===== src/rtl/uic_pkg.sv =====
package uic_pkg;
   localparam int N_SRC = 4;
   localparam int IDX_W = 2;

   // enable-bit positions (also pending_flags positions)
   localparam int EN_RDA  = 0;
   localparam int EN_THRE = 1;
   localparam int EN_LS   = 2;
   localparam int EN_MS   = 3;

   // priority slots, 0 is most urgent
   typedef enum logic [IDX_W-1:0] {
      SLOT_LS   = 2'd0,
      SLOT_RDA  = 2'd1,
      SLOT_THRE = 2'd2,
      SLOT_MS   = 2'd3
   } slot_e;

   // identification code in bits 2:1 is the inverted slot index
   function automatic logic [IDX_W-1:0] slot_code(input logic [IDX_W-1:0] slot);
      return ~slot;
   endfunction
endpackage


===== src/rtl/uic_src_flag.sv =====
module uic_src_flag #(
   parameter bit SET_WINS = 1'b1
) (
   input  logic clk,
   input  logic rst,
   input  logic set_i,
   input  logic clr_i,
   output logic pend_o
);
   logic pend_q;

   generate
      if (SET_WINS) begin : g_set_first
         always_ff @(posedge clk) begin
            if (rst)        pend_q <= 1'b0;
            else if (set_i) pend_q <= 1'b1;
            else if (clr_i) pend_q <= 1'b0;
         end
      end else begin : g_clr_first
         always_ff @(posedge clk) begin
            if (rst)        pend_q <= 1'b0;
            else if (clr_i) pend_q <= 1'b0;
            else if (set_i) pend_q <= 1'b1;
         end
      end
   endgenerate

   assign pend_o = pend_q;
endmodule


===== src/rtl/uic_prio_enc.sv =====
module uic_prio_enc #(
   parameter int N     = 4,
   parameter int IDX_W = (N > 1) ? $clog2(N) : 1
) (
   input  logic [N-1:0]     req_i,
   output logic             any_o,
   output logic [IDX_W-1:0] idx_o
);
   always_comb begin
      any_o = 1'b0;
      idx_o = '0;
      for (int i = N - 1; i >= 0; i--) begin
         if (req_i[i]) begin
            any_o = 1'b1;
            idx_o = IDX_W'(i);
         end
      end
   end
endmodule


===== src/rtl/uic_id_capture.sv =====
module uic_id_capture #(
   parameter int DW = 8
) (
   input  logic          clk,
   input  logic          rst,
   input  logic          rd_i,
   input  logic [DW-1:0] live_i,
   output logic          first_o,
   output logic [DW-1:0] rdata_o
);
   logic          rd_q;
   logic [DW-1:0] hold_q;

   assign first_o = rd_i & ~rd_q;

   always_ff @(posedge clk) begin
      if (rst) begin
         rd_q   <= 1'b0;
         hold_q <= '0;
      end else begin
         rd_q <= rd_i;
         if (first_o) hold_q <= live_i;
      end
   end

   assign rdata_o = (rd_i & ~first_o) ? hold_q : live_i;
endmodule


===== src/rtl/uart_irq_ctrl.sv =====
module uart_irq_ctrl #(
   parameter int DATA_W   = 8,
   parameter bit SET_WINS = 1'b1
) (
   input  logic              clk,
   input  logic              rst,
   input  logic              line_err_pulse,
   input  logic              rx_avail,
   input  logic              tx_empty_evt,
   input  logic              modem_chg_pulse,
   input  logic              en_wr,
   input  logic [DATA_W-1:0] en_wdata,
   input  logic              id_rd,
   input  logic              lstat_rd,
   input  logic              rxbuf_rd,
   input  logic              txhold_wr,
   input  logic              mstat_rd,
   output logic              irq,
   output logic [DATA_W-1:0] id_rdata,
   output logic [DATA_W-1:0] en_rdata,
   output logic [3:0]        pending_flags
);
   import uic_pkg::*;

   localparam int N   = N_SRC;
   localparam int IW  = IDX_W;
   localparam int PAD = DATA_W - N;
   localparam int IDPAD = DATA_W - (IW + 1);

   generate
      if (DATA_W < N || DATA_W < IW + 1) begin : g_bad_width
         $error("uart_irq_ctrl: DATA_W too small");
      end
      if (N != 4) begin : g_bad_count
         $error("uart_irq_ctrl: exactly four sources supported");
      end
   endgenerate

   // enable register
   logic [N-1:0] en_q;
   always_ff @(posedge clk) begin
      if (rst)        en_q <= '0;
      else if (en_wr) en_q <= en_wdata[N-1:0];
   end
   assign en_rdata = {{PAD{1'b0}}, en_q};

   // receive-available edge detect
   logic rx_q;
   always_ff @(posedge clk) begin
      if (rst) rx_q <= 1'b0;
      else     rx_q <= rx_avail;
   end

   // identification path
   logic [N-1:0]      pend;
   logic [N-1:0]      masked;
   logic [N-1:0]      slot_req;
   logic              any_pend;
   logic [IW-1:0]     top_slot;
   logic [DATA_W-1:0] id_live;
   logic              rd_first;

   assign masked = pend & en_q;

   assign slot_req[SLOT_LS]   = masked[EN_LS];
   assign slot_req[SLOT_RDA]  = masked[EN_RDA];
   assign slot_req[SLOT_THRE] = masked[EN_THRE];
   assign slot_req[SLOT_MS]   = masked[EN_MS];

   uic_prio_enc #(.N(N), .IDX_W(IW)) u_enc (
      .req_i (slot_req),
      .any_o (any_pend),
      .idx_o (top_slot)
   );

   assign id_live = {{IDPAD{1'b0}},
                     (any_pend ? slot_code(top_slot) : {IW{1'b0}}),
                     ~any_pend};

   uic_id_capture #(.DW(DATA_W)) u_cap (
      .clk     (clk),
      .rst     (rst),
      .rd_i    (id_rd),
      .live_i  (id_live),
      .first_o (rd_first),
      .rdata_o (id_rdata)
   );

   // per-source set and clear
   logic [N-1:0] set_v;
   logic [N-1:0] clr_v;
   logic         thre_reported;

   assign thre_reported = any_pend && (top_slot == SLOT_THRE);

   assign set_v[EN_RDA]  = rx_avail & ~rx_q;
   assign clr_v[EN_RDA]  = rxbuf_rd;
   assign set_v[EN_THRE] = tx_empty_evt;
   assign clr_v[EN_THRE] = txhold_wr | (rd_first & thre_reported);
   assign set_v[EN_LS]   = line_err_pulse;
   assign clr_v[EN_LS]   = lstat_rd;
   assign set_v[EN_MS]   = modem_chg_pulse;
   assign clr_v[EN_MS]   = mstat_rd;

   generate
      for (genvar s = 0; s < N; s++) begin : g_src
         uic_src_flag #(.SET_WINS(SET_WINS)) u_flag (
            .clk    (clk),
            .rst    (rst),
            .set_i  (set_v[s]),
            .clr_i  (clr_v[s]),
            .pend_o (pend[s])
         );
      end
   endgenerate

   assign irq           = any_pend;
   assign pending_flags = pend;
endmodule


===== config.mk =====
export PLATFORM = sky130hd
export DESIGN_NAME = uart_irq_ctrl
export DESIGN_NICKNAME = d
export VERILOG_FILES = /design/src/rtl/uic_pkg.sv /design/src/rtl/uic_src_flag.sv /design/src/rtl/uic_prio_enc.sv /design/src/rtl/uic_id_capture.sv /design/src/rtl/uart_irq_ctrl.sv
export SDC_FILE = /design/constraint.sdc
export NUM_CORES = 1
export LEC_CHECK = 0
export CAP_MARGIN = 30
export CORE_AREA = 2 2 45 47
export CTS_CLUSTER_DIAMETER = 30
export DETAILED_ROUTE_END_ITERATION = 10
export DIE_AREA = 0 0 47 49
export PLACE_DENSITY_LB_ADDON = 0.2
export SYNTH_ARGS = -nofsm -noshare
export SYNTH_HDL_FRONTEND = slang
export SYNTH_SLANG_ARGS = --single-unit
export TNS_END_PERCENT = 20

===== constraint.sdc =====
create_clock -name clk -period 2.9 [get_ports clk]
set_input_delay 0.29 -clock clk [delete_from_list [all_inputs] [get_ports clk]]
set_output_delay 0.29 -clock clk [all_outputs]
set_load 0.05 [all_outputs]

# Word-level counts from Yosys, hierarchy flattened
# Cells that the tools add are included.
[totals]
ff_bits = 13
output_inout_bits = 21
wordCells = 43
[op_classes]
mux = 18
eq_ne = 1
reduce_logical = 5
bitwise_logic = 11
[ops]
columns = ["operator", "n"]
rows = [
  ["1-bit 2-to-1 mux", 12],
  ["2-bit 2-to-1 mux", 5],
  ["2-bit nonzero test", 4],
  ["1-bit AND", 4],
  ["4-bit AND", 1],
  ["1-bit inverter", 4],
  ["3-bit 2-to-1 mux", 1],
  ["2-bit equality test (second input constant)", 1],
  ["2-bit inverter", 1],
  ["1-bit logical AND", 1],
  ["1-bit OR", 1],
]

# Depth between registers and ports, before layout
# Gate-level depths: netlist (run 1).
[depth]
depth_word = 11
ltp_mapped = 3

# Cells and area by module
# Synthesis (run 1) repeated with hierarchy kept, for this count alone.
[hier_totals]
cells_unflattened = 100
hier_area_um2 = 1004.7
[by_module_without_submodules]
columns = ["module", "n_inst", "seq_area_each_um2", "area_per_inst_um2", "cells_per_inst"]
rows = [
  ["uic_id_capture", 1, 180.2, 546.8, 48],
  ["uart_irq_ctrl", 1, 100.1, 267.8, 29],
  ["uic_src_flag", 4, 20.0, 38.8, 4],
  ["uic_prio_enc", 1, 0.0, 35.0, 7],
]

# Worst setup path before layout (run 1)
# OpenSTA, ideal clock, no wires.
[synth_timing]
path_type = "reg-to-output"
start = "register en_q[0]"
end = "output id_rdata[2]"
required_time_ps = 2610
slack_ps = 908
n_path_buf = 0
arrival_ps = 1702
path_stages_with_launch = 3
cell_sequence = "dfxtp_1 a22oi_2 a21oi_1"
[synth_between]
elab_chain_cells = 6
elab_cells_between_ends = 8
classes_between = "mux (6); bitwise (2)"
[synth_rtl]
columns = ["item", "line_no", "source"]
rows = [
  ["start: declaration", "uart_irq_ctrl.sv:40", "logic [N-1:0] en_q;"],
  ["start signal: assignment", "uart_irq_ctrl.sv:43", "else if (en_wr) en_q <= en_wdata[N-1:0];"],
  ["4-bit AND (*)", "uart_irq_ctrl.sv:63", "assign masked = pend & en_q;"],
  ["2-bit 2-to-1 mux (2 in a row)", "uic_prio_enc.sv:13", "if (req_i[i]) begin"],
  ["2-bit inverter", "uic_pkg.sv:21", "return ~slot;"],
  ["2-bit 2-to-1 mux (*)", "uart_irq_ctrl.sv:77", "(any_pend ? slot_code(top_slot) : {IW{1'b0}}),"],
  ["3-bit 2-to-1 mux (*)", "uic_id_capture.sv:26", "assign rdata_o = (rd_i & ~first_o) ? hold_q : live_i;"],
  ["end: declaration", "uart_irq_ctrl.sv:19", "output logic [DATA_W-1:0] id_rdata,"],
]
# Mark *: on every way between the ends. The rest lies on a longest branch, timed or not.

# Worst setup path after layout (run 1)
[layout_timing]
start = "register en_q[0]"
end = "output id_rdata[0]"
[layout_between]
elab_chain_cells = 5
[layout_rtl]
columns = ["item", "line_no", "source"]
rows = [
  ["4-bit AND", "uart_irq_ctrl.sv:63", ""],
  ["1-bit 2-to-1 mux (2 in a row)", "uic_prio_enc.sv:13", ""],
  ["1-bit inverter", "uart_irq_ctrl.sv:78", "~any_pend};"],
  ["3-bit 2-to-1 mux", "uic_id_capture.sv:26", ""],
]
# Every way passes these cells.

==> results of run 1 <==
-- Yosys cell counts --
cell,n
a211oi_1,2
a21oi_1,7
a22oi_1,1
a22oi_2,1
a311o_1,1
a32oi_1,1
buf_1,1
buf_4,13
clkbuf_1,1
conb_1,1
dfxtp_1,13
inv_1,4
mux2i_1,4
nand2_1,4
nand2b_1,3
nand3_1,3
nor2_1,10
nor2b_1,2
nor2b_4,1
-- routing by layer --
metal | global-route usage (%) | up-vias | share of wire (%)
li1 | - | 266 | -
met4 | 4.17 | 0 | 0
met1 | 14.6 | 237 | 43
met2 | 18.7 | 18 | 50
met3 | 3.33 | 0 | 6.5
met5 | 0 | - | 0
-- metrics by stage --
step           power [mW]  setup WS [ns]  cells  area, um2  utilization (%)
4_1_cts             0.457          0.663    124        881             47.8
5_1_grt             0.475          0.522    124        881             47.8
3_5_place_dp        0.347          0.684    120        855             46.4
3_3_place_gp        0.346          0.687    120        855             46.4
2_1_floorplan       0.312          0.908     81        656                -
6_report            0.451          0.672    124        881             47.8
-- final cells by class --
class | count | area [um2] | area share (%)
sequential | 13 | 260 | 29.5
tap | 27 | 33.8 | 3.84
multi-input combinational | 49 | 275 | 31.2
timing repair buffer | 27 | 270 | 30.7
inverter | 4 | 15.0 | 1.70
clock buffer | 4 | 26.3 | 2.98
-- critical path, stage by stage, from the launching register on --
cell	delay (ns)
dfxtp_1	0.35
a22oi_2	0.31
nand3_1	0.12
nand2_1	0.08
clkdlybuf4s50_1	0.80
-- registers in the layout, indices dropped and copies added (netlist names) --
signal	flops
rx_q	1
u_cap.hold_q	3
u_cap.rd_q	1
g_src.u_flag.pend_o	4
en_q	4
-- cells by family (layout without fill, tap and decap cells) --
family                 Yosys count  count (layout)  synth area share (%)
AOI/OAI and AO/OA               13              13                  14.2
DFF                             13              13                  41.6
muxes                            4               4                  6.40
and+or+nand+nor                 23              23                  18.0
buffers and inverters           19              35                  19.2
other                            1               9                 0.599
-- power by group --
part / internal [mW] / switching [mW]
sequential: 0.190 / 0.00999
clock: 0.0531 / 0.0564
combinational: 0.0505 / 0.0911
total: 0.294 / 0.158
-- path summary, 6_finish.rpt --
kind	slack, ns	endpoint	cells after the start	from
setup / recovery	0.67	id_rdata[0]	4	en_q[0]
hold / removal	0.48	u_cap.hold_q[0]	2	u_cap.hold_q[0]
setup reg to reg	1.81	g_src[1].u_flag.pend_o	3	en_q[0]
hold reg to reg	0.48	u_cap.hold_q[0]	2	u_cap.hold_q[0]
==> flow_summary.yaml, run 1 <==
cells_and_area:
  layout_common_cells: "27 x clkdlybuf4s50_1, 13 x dfxtp_1, 10 x nor2_1"
  area_growth_pct: 40.8
  nNetsFinal: 118
  drive_gt1_share_pct: 5.15
  fillCellCount: 194
  antenna_cells: 0
  final_common_cell: "clkdlybuf4s50_1"
setup_path:
  crit_fanout: 6
  critical_path_class: "flop to output port"
  cp.required_ns: 2.61
  start_kind: "flop"
  crit_arrival_ns: 1.94
  crit_path_end_kind: "output port"
clock_network:
  cts_setup_buffers: 0
  cts-resized-gates: 0
  clkTransAtPathRegs_ns: 0.08
  clockBufferDepth: 2
  cts_made_buffers: 3
  root_buffer: "clkbuf_4"
  clkLatencyLatePin_ns: 0.27
  htree_levels: 1
  cts_tree: "done"
  ctsHoldBuffers: 0
  clock-sinks: 13
detailed_routing:
  wire_per_inst_um: 9.80
  drt_pass1_iterations: 3
  drtAntennaViolNets: 0
  wl_um: 1220
  via_per_inst: 4.20
  drc: 0
  vias: 521
  drtIter0Drc: 10
placed_design:
  gp_congestion: 0.644
  dp.final_hpwl_um: 962
  io_buffers: 27
global_route:
  grt_pass1_vias: 471
  grtUsageTotal_pct: 11.7
  grt.overflow.total: 0
  grt_pass1_wl_um: 2010
  antenna_found_initial: 0
  grt_max_degree: 14
sta:
  slew_violations: 0
  finalHoldViolations: 0
  fmax_mhz: 449
  min_period_over_period_pct: 76.8
  tightest_slew_ns: 0.501
  min_period_ns: 2.23
  finalSetupViolations: 0
  hold_slack_ns: 0.477
  fin_skew_ns: 0.00342
  relSlewSlack_pct: 66.5
  rsz0062_at_grt: "false"
  finalSetupTns_ns: 0
run_status:
  status: "finished, final reports clean"
logic_synthesis:
  synthTopCellsByArea: "dfxtp_1 42%, buf_4 16%, mux2i_1 6.4%, nor2_1 6.0%, a21oi_1 5.6%"
  seq_area_frac_synth_pct: 41.6
  yosysWarnings: 0
  synth_top_area_share_pct: 41.6
  synth_cells: 73
  synth-seq-cells: 13
  syn_area_um2: 626
  syn-mean-instance-area_um2: 8.57
  yosysTopAreaCell: "dfxtp_1"
  yosys.cell_types.count: 19
floorplanning:
  design.core.area_um2: 1840
  die_area_um2: 2300
  die_height_um: 49
  core.rowCount: 16
  ioPinCount: 41
  die_w_um: 47
  start_util_pct: 34.0
power:
  peakVddDrop_mv: 0.239
  powerDensity_nw_per_um2: 512
  p_leak_nw: 0.373
flow_run:
  max_cap_viol_count: 0
worst_hold_path:
  min_path_type: "flop to flop"
No activity file was read; power rests on OpenSTA's default activity.
==> run 2: changes to the inputs <==
CORE_AREA = 2 2 46 48   (was 2 2 45 47)
DIE_AREA = 0 0 48 50   (was 0 0 47 49)
clock period = 2.17 ns   (was 2.9 ns; I/O delays follow)
==> flow_summary.yaml, run 2 (same netlist as run 1, synthesis figures left out) <==
detailed_routing:
  wire_per_inst_um: 9.40
  drtIter0Drc: 2
  drc: 0
  drtAntennaViolNets: 0
  wl_um: 1170
  via_per_inst: 4.24
  drt_pass1_iterations: 4
  vias: 526
clock_network:
  clockBufferDepth: 2
  cts_made_buffers: 3
  clkLatencyLatePin_ns: 0.27
  clock-sinks: 13
  clkTransAtPathRegs_ns: 0.08
  htree_levels: 1
  root_buffer: "clkbuf_4"
  ctsHoldBuffers: 0
  cts_setup_buffers: 0
  cts-resized-gates: 0
  cts_tree: "done"
power:
  powerDensity_nw_per_um2: 677
  switching_share_pct: 34.6
  peakVddDrop_mv: 0.455
  combPwrFrac_pct: 32.3
  p_leak_nw: 0.384
  p_int_uw: 398
  power.switching_uw: 211
  seq_power_share_pct: 43.9
  p_clk_share_pct: 23.9
  power.total_uw: 608
global_route:
  grt.overflow.total: 0
  grt_max_degree: 14
  grtUsageTotal_pct: 10.3
  globalRouteMet1Util_pct: 13.1
  met2_usage_pct: 15.1
  grt_pass1_wl_um: 1790
  busiest_layer: "met2"
  met3_usage_pct: 4.40
  grt_pass1_vias: 454
  antenna_found_initial: 0
setup_path:
  reg2reg_from: "en_q[0]"
  crit_arrival_ns: 1.72
  reg2reg_slack_ns: 1.11
  r2r_end: "g_src[1].u_flag.pend_o"
  critical_path_class: "flop to output port"
  start_kind: "flop"
  crit_path_end_kind: "output port"
  reg2reg_depth: 3
  crit_fanout: 6
  cp.required_ns: 1.95
sta:
  relSlewSlack_pct: 65.7
  rsz0062_at_grt: "false"
  fmax_mhz: 515
  hold_slack_ns: 0.478
  finalSetupViolations: 0
  slew_violations: 0
  finalSetupTns_ns: 0
  min_period_over_period_pct: 89.4
  finalHoldViolations: 0
  min_period_ns: 1.94
  fin_skew_ns: 0.00713
  worst_slack_ns: 0.229
  tightest_slew_ns: 0.512
cells_and_area:
  area_growth_pct: 43.6
  drive_gt1_share_pct: 8.25
  nNetsFinal: 118
  fin_util_pct: 47.2
  fillCellCount: 199
  multiInputGateArea_um2: 275
  regArea_um2: 260
  final_common_cell: "clkdlybuf4s50_1"
  layout_common_cells: "24 x clkdlybuf4s50_1, 13 x dfxtp_1, 10 x nor2_1"
  antenna_cells: 0
flow_run:
  max_cap_viol_count: 0
floorplanning:
  design.core.area_um2: 1900
  start_util_pct: 32.9
  die_w_um: 48
  ioPinCount: 41
  die_area_um2: 2400
  die_height_um: 50
  core.rowCount: 16
worst_hold_path:
  holdCritStartpoint: "tx_empty_evt"
  hold-path-endpoint: "g_src[1].u_flag.pend_o"
  min_path_type: "input port to flop"
  hold-path-cell-count: 3
placed_design:
  dp.final_hpwl_um: 907
  io_buffers: 27
  pre_cts_ws_ns: 0.524
  gp_congestion: 0.715
run_status:
  status: "finished, final reports clean"
run 2: metal layers:
metal | wire (um) | vias to the layer above
li1 | - | 269
met1 | 550 | 236
met2 | 517 | 21
met3 | 99 | 0
met4 | 0 | 0
met5 | 0 | -
run 2: through the flow:
| stage | std cells | instance area [um2] |
|---|---|---|
| finish | 124 | 898 |
| global route | 124 | 898 |
| CTS | 124 | 898 |
| detailed placement | 120 | 872 |
| global placement | 120 | 872 |
| floorplan | 81 | 656 |
run 2: power groups by stage:
stage | combinational, mW | sequential (mW) | clock [mW]
floorplan | 0.131 | 0.285 | 0
global placement | 0.196 | 0.272 | 0
detailed placement | 0.197 | 0.272 | 0
CTS | 0.198 | 0.267 | 0.153
global route | 0.207 | 0.269 | 0.160
finish | 0.196 | 0.267 | 0.145
run 2: cell type report:
class | instances | share of cell area [%]
Inverter | 4 | 1.67
Multi-Input combinational cell | 49 | 30.6
Tap cell | 27 | 3.76
Sequential cell | 13 | 29.0
Timing Repair Buffer | 27 | 32.0
Clock buffer | 4 | 2.92
run 2: how the worst max path moves through the flow:
stage	start	endpoint	slack, ns	cells past startpoint
final	en_q[0]	irq	0.23	3
after global routing	en_q[0]	irq	0.15	3
after CTS	en_q[0]	irq	0.21	3
after detailed placement	en_q[0]	irq	0.52	3
after global placement	en_q[0]	irq	0.50	3
after floorplan	en_q[0]	id_rdata[2]	0.25	2
run 2: critical path: stages (launching register included):
cell and delay, ns:
dfxtp_1 0.34, a22oi_2 0.32, nand2_1 0.08, clkdlybuf4s50_1 0.71
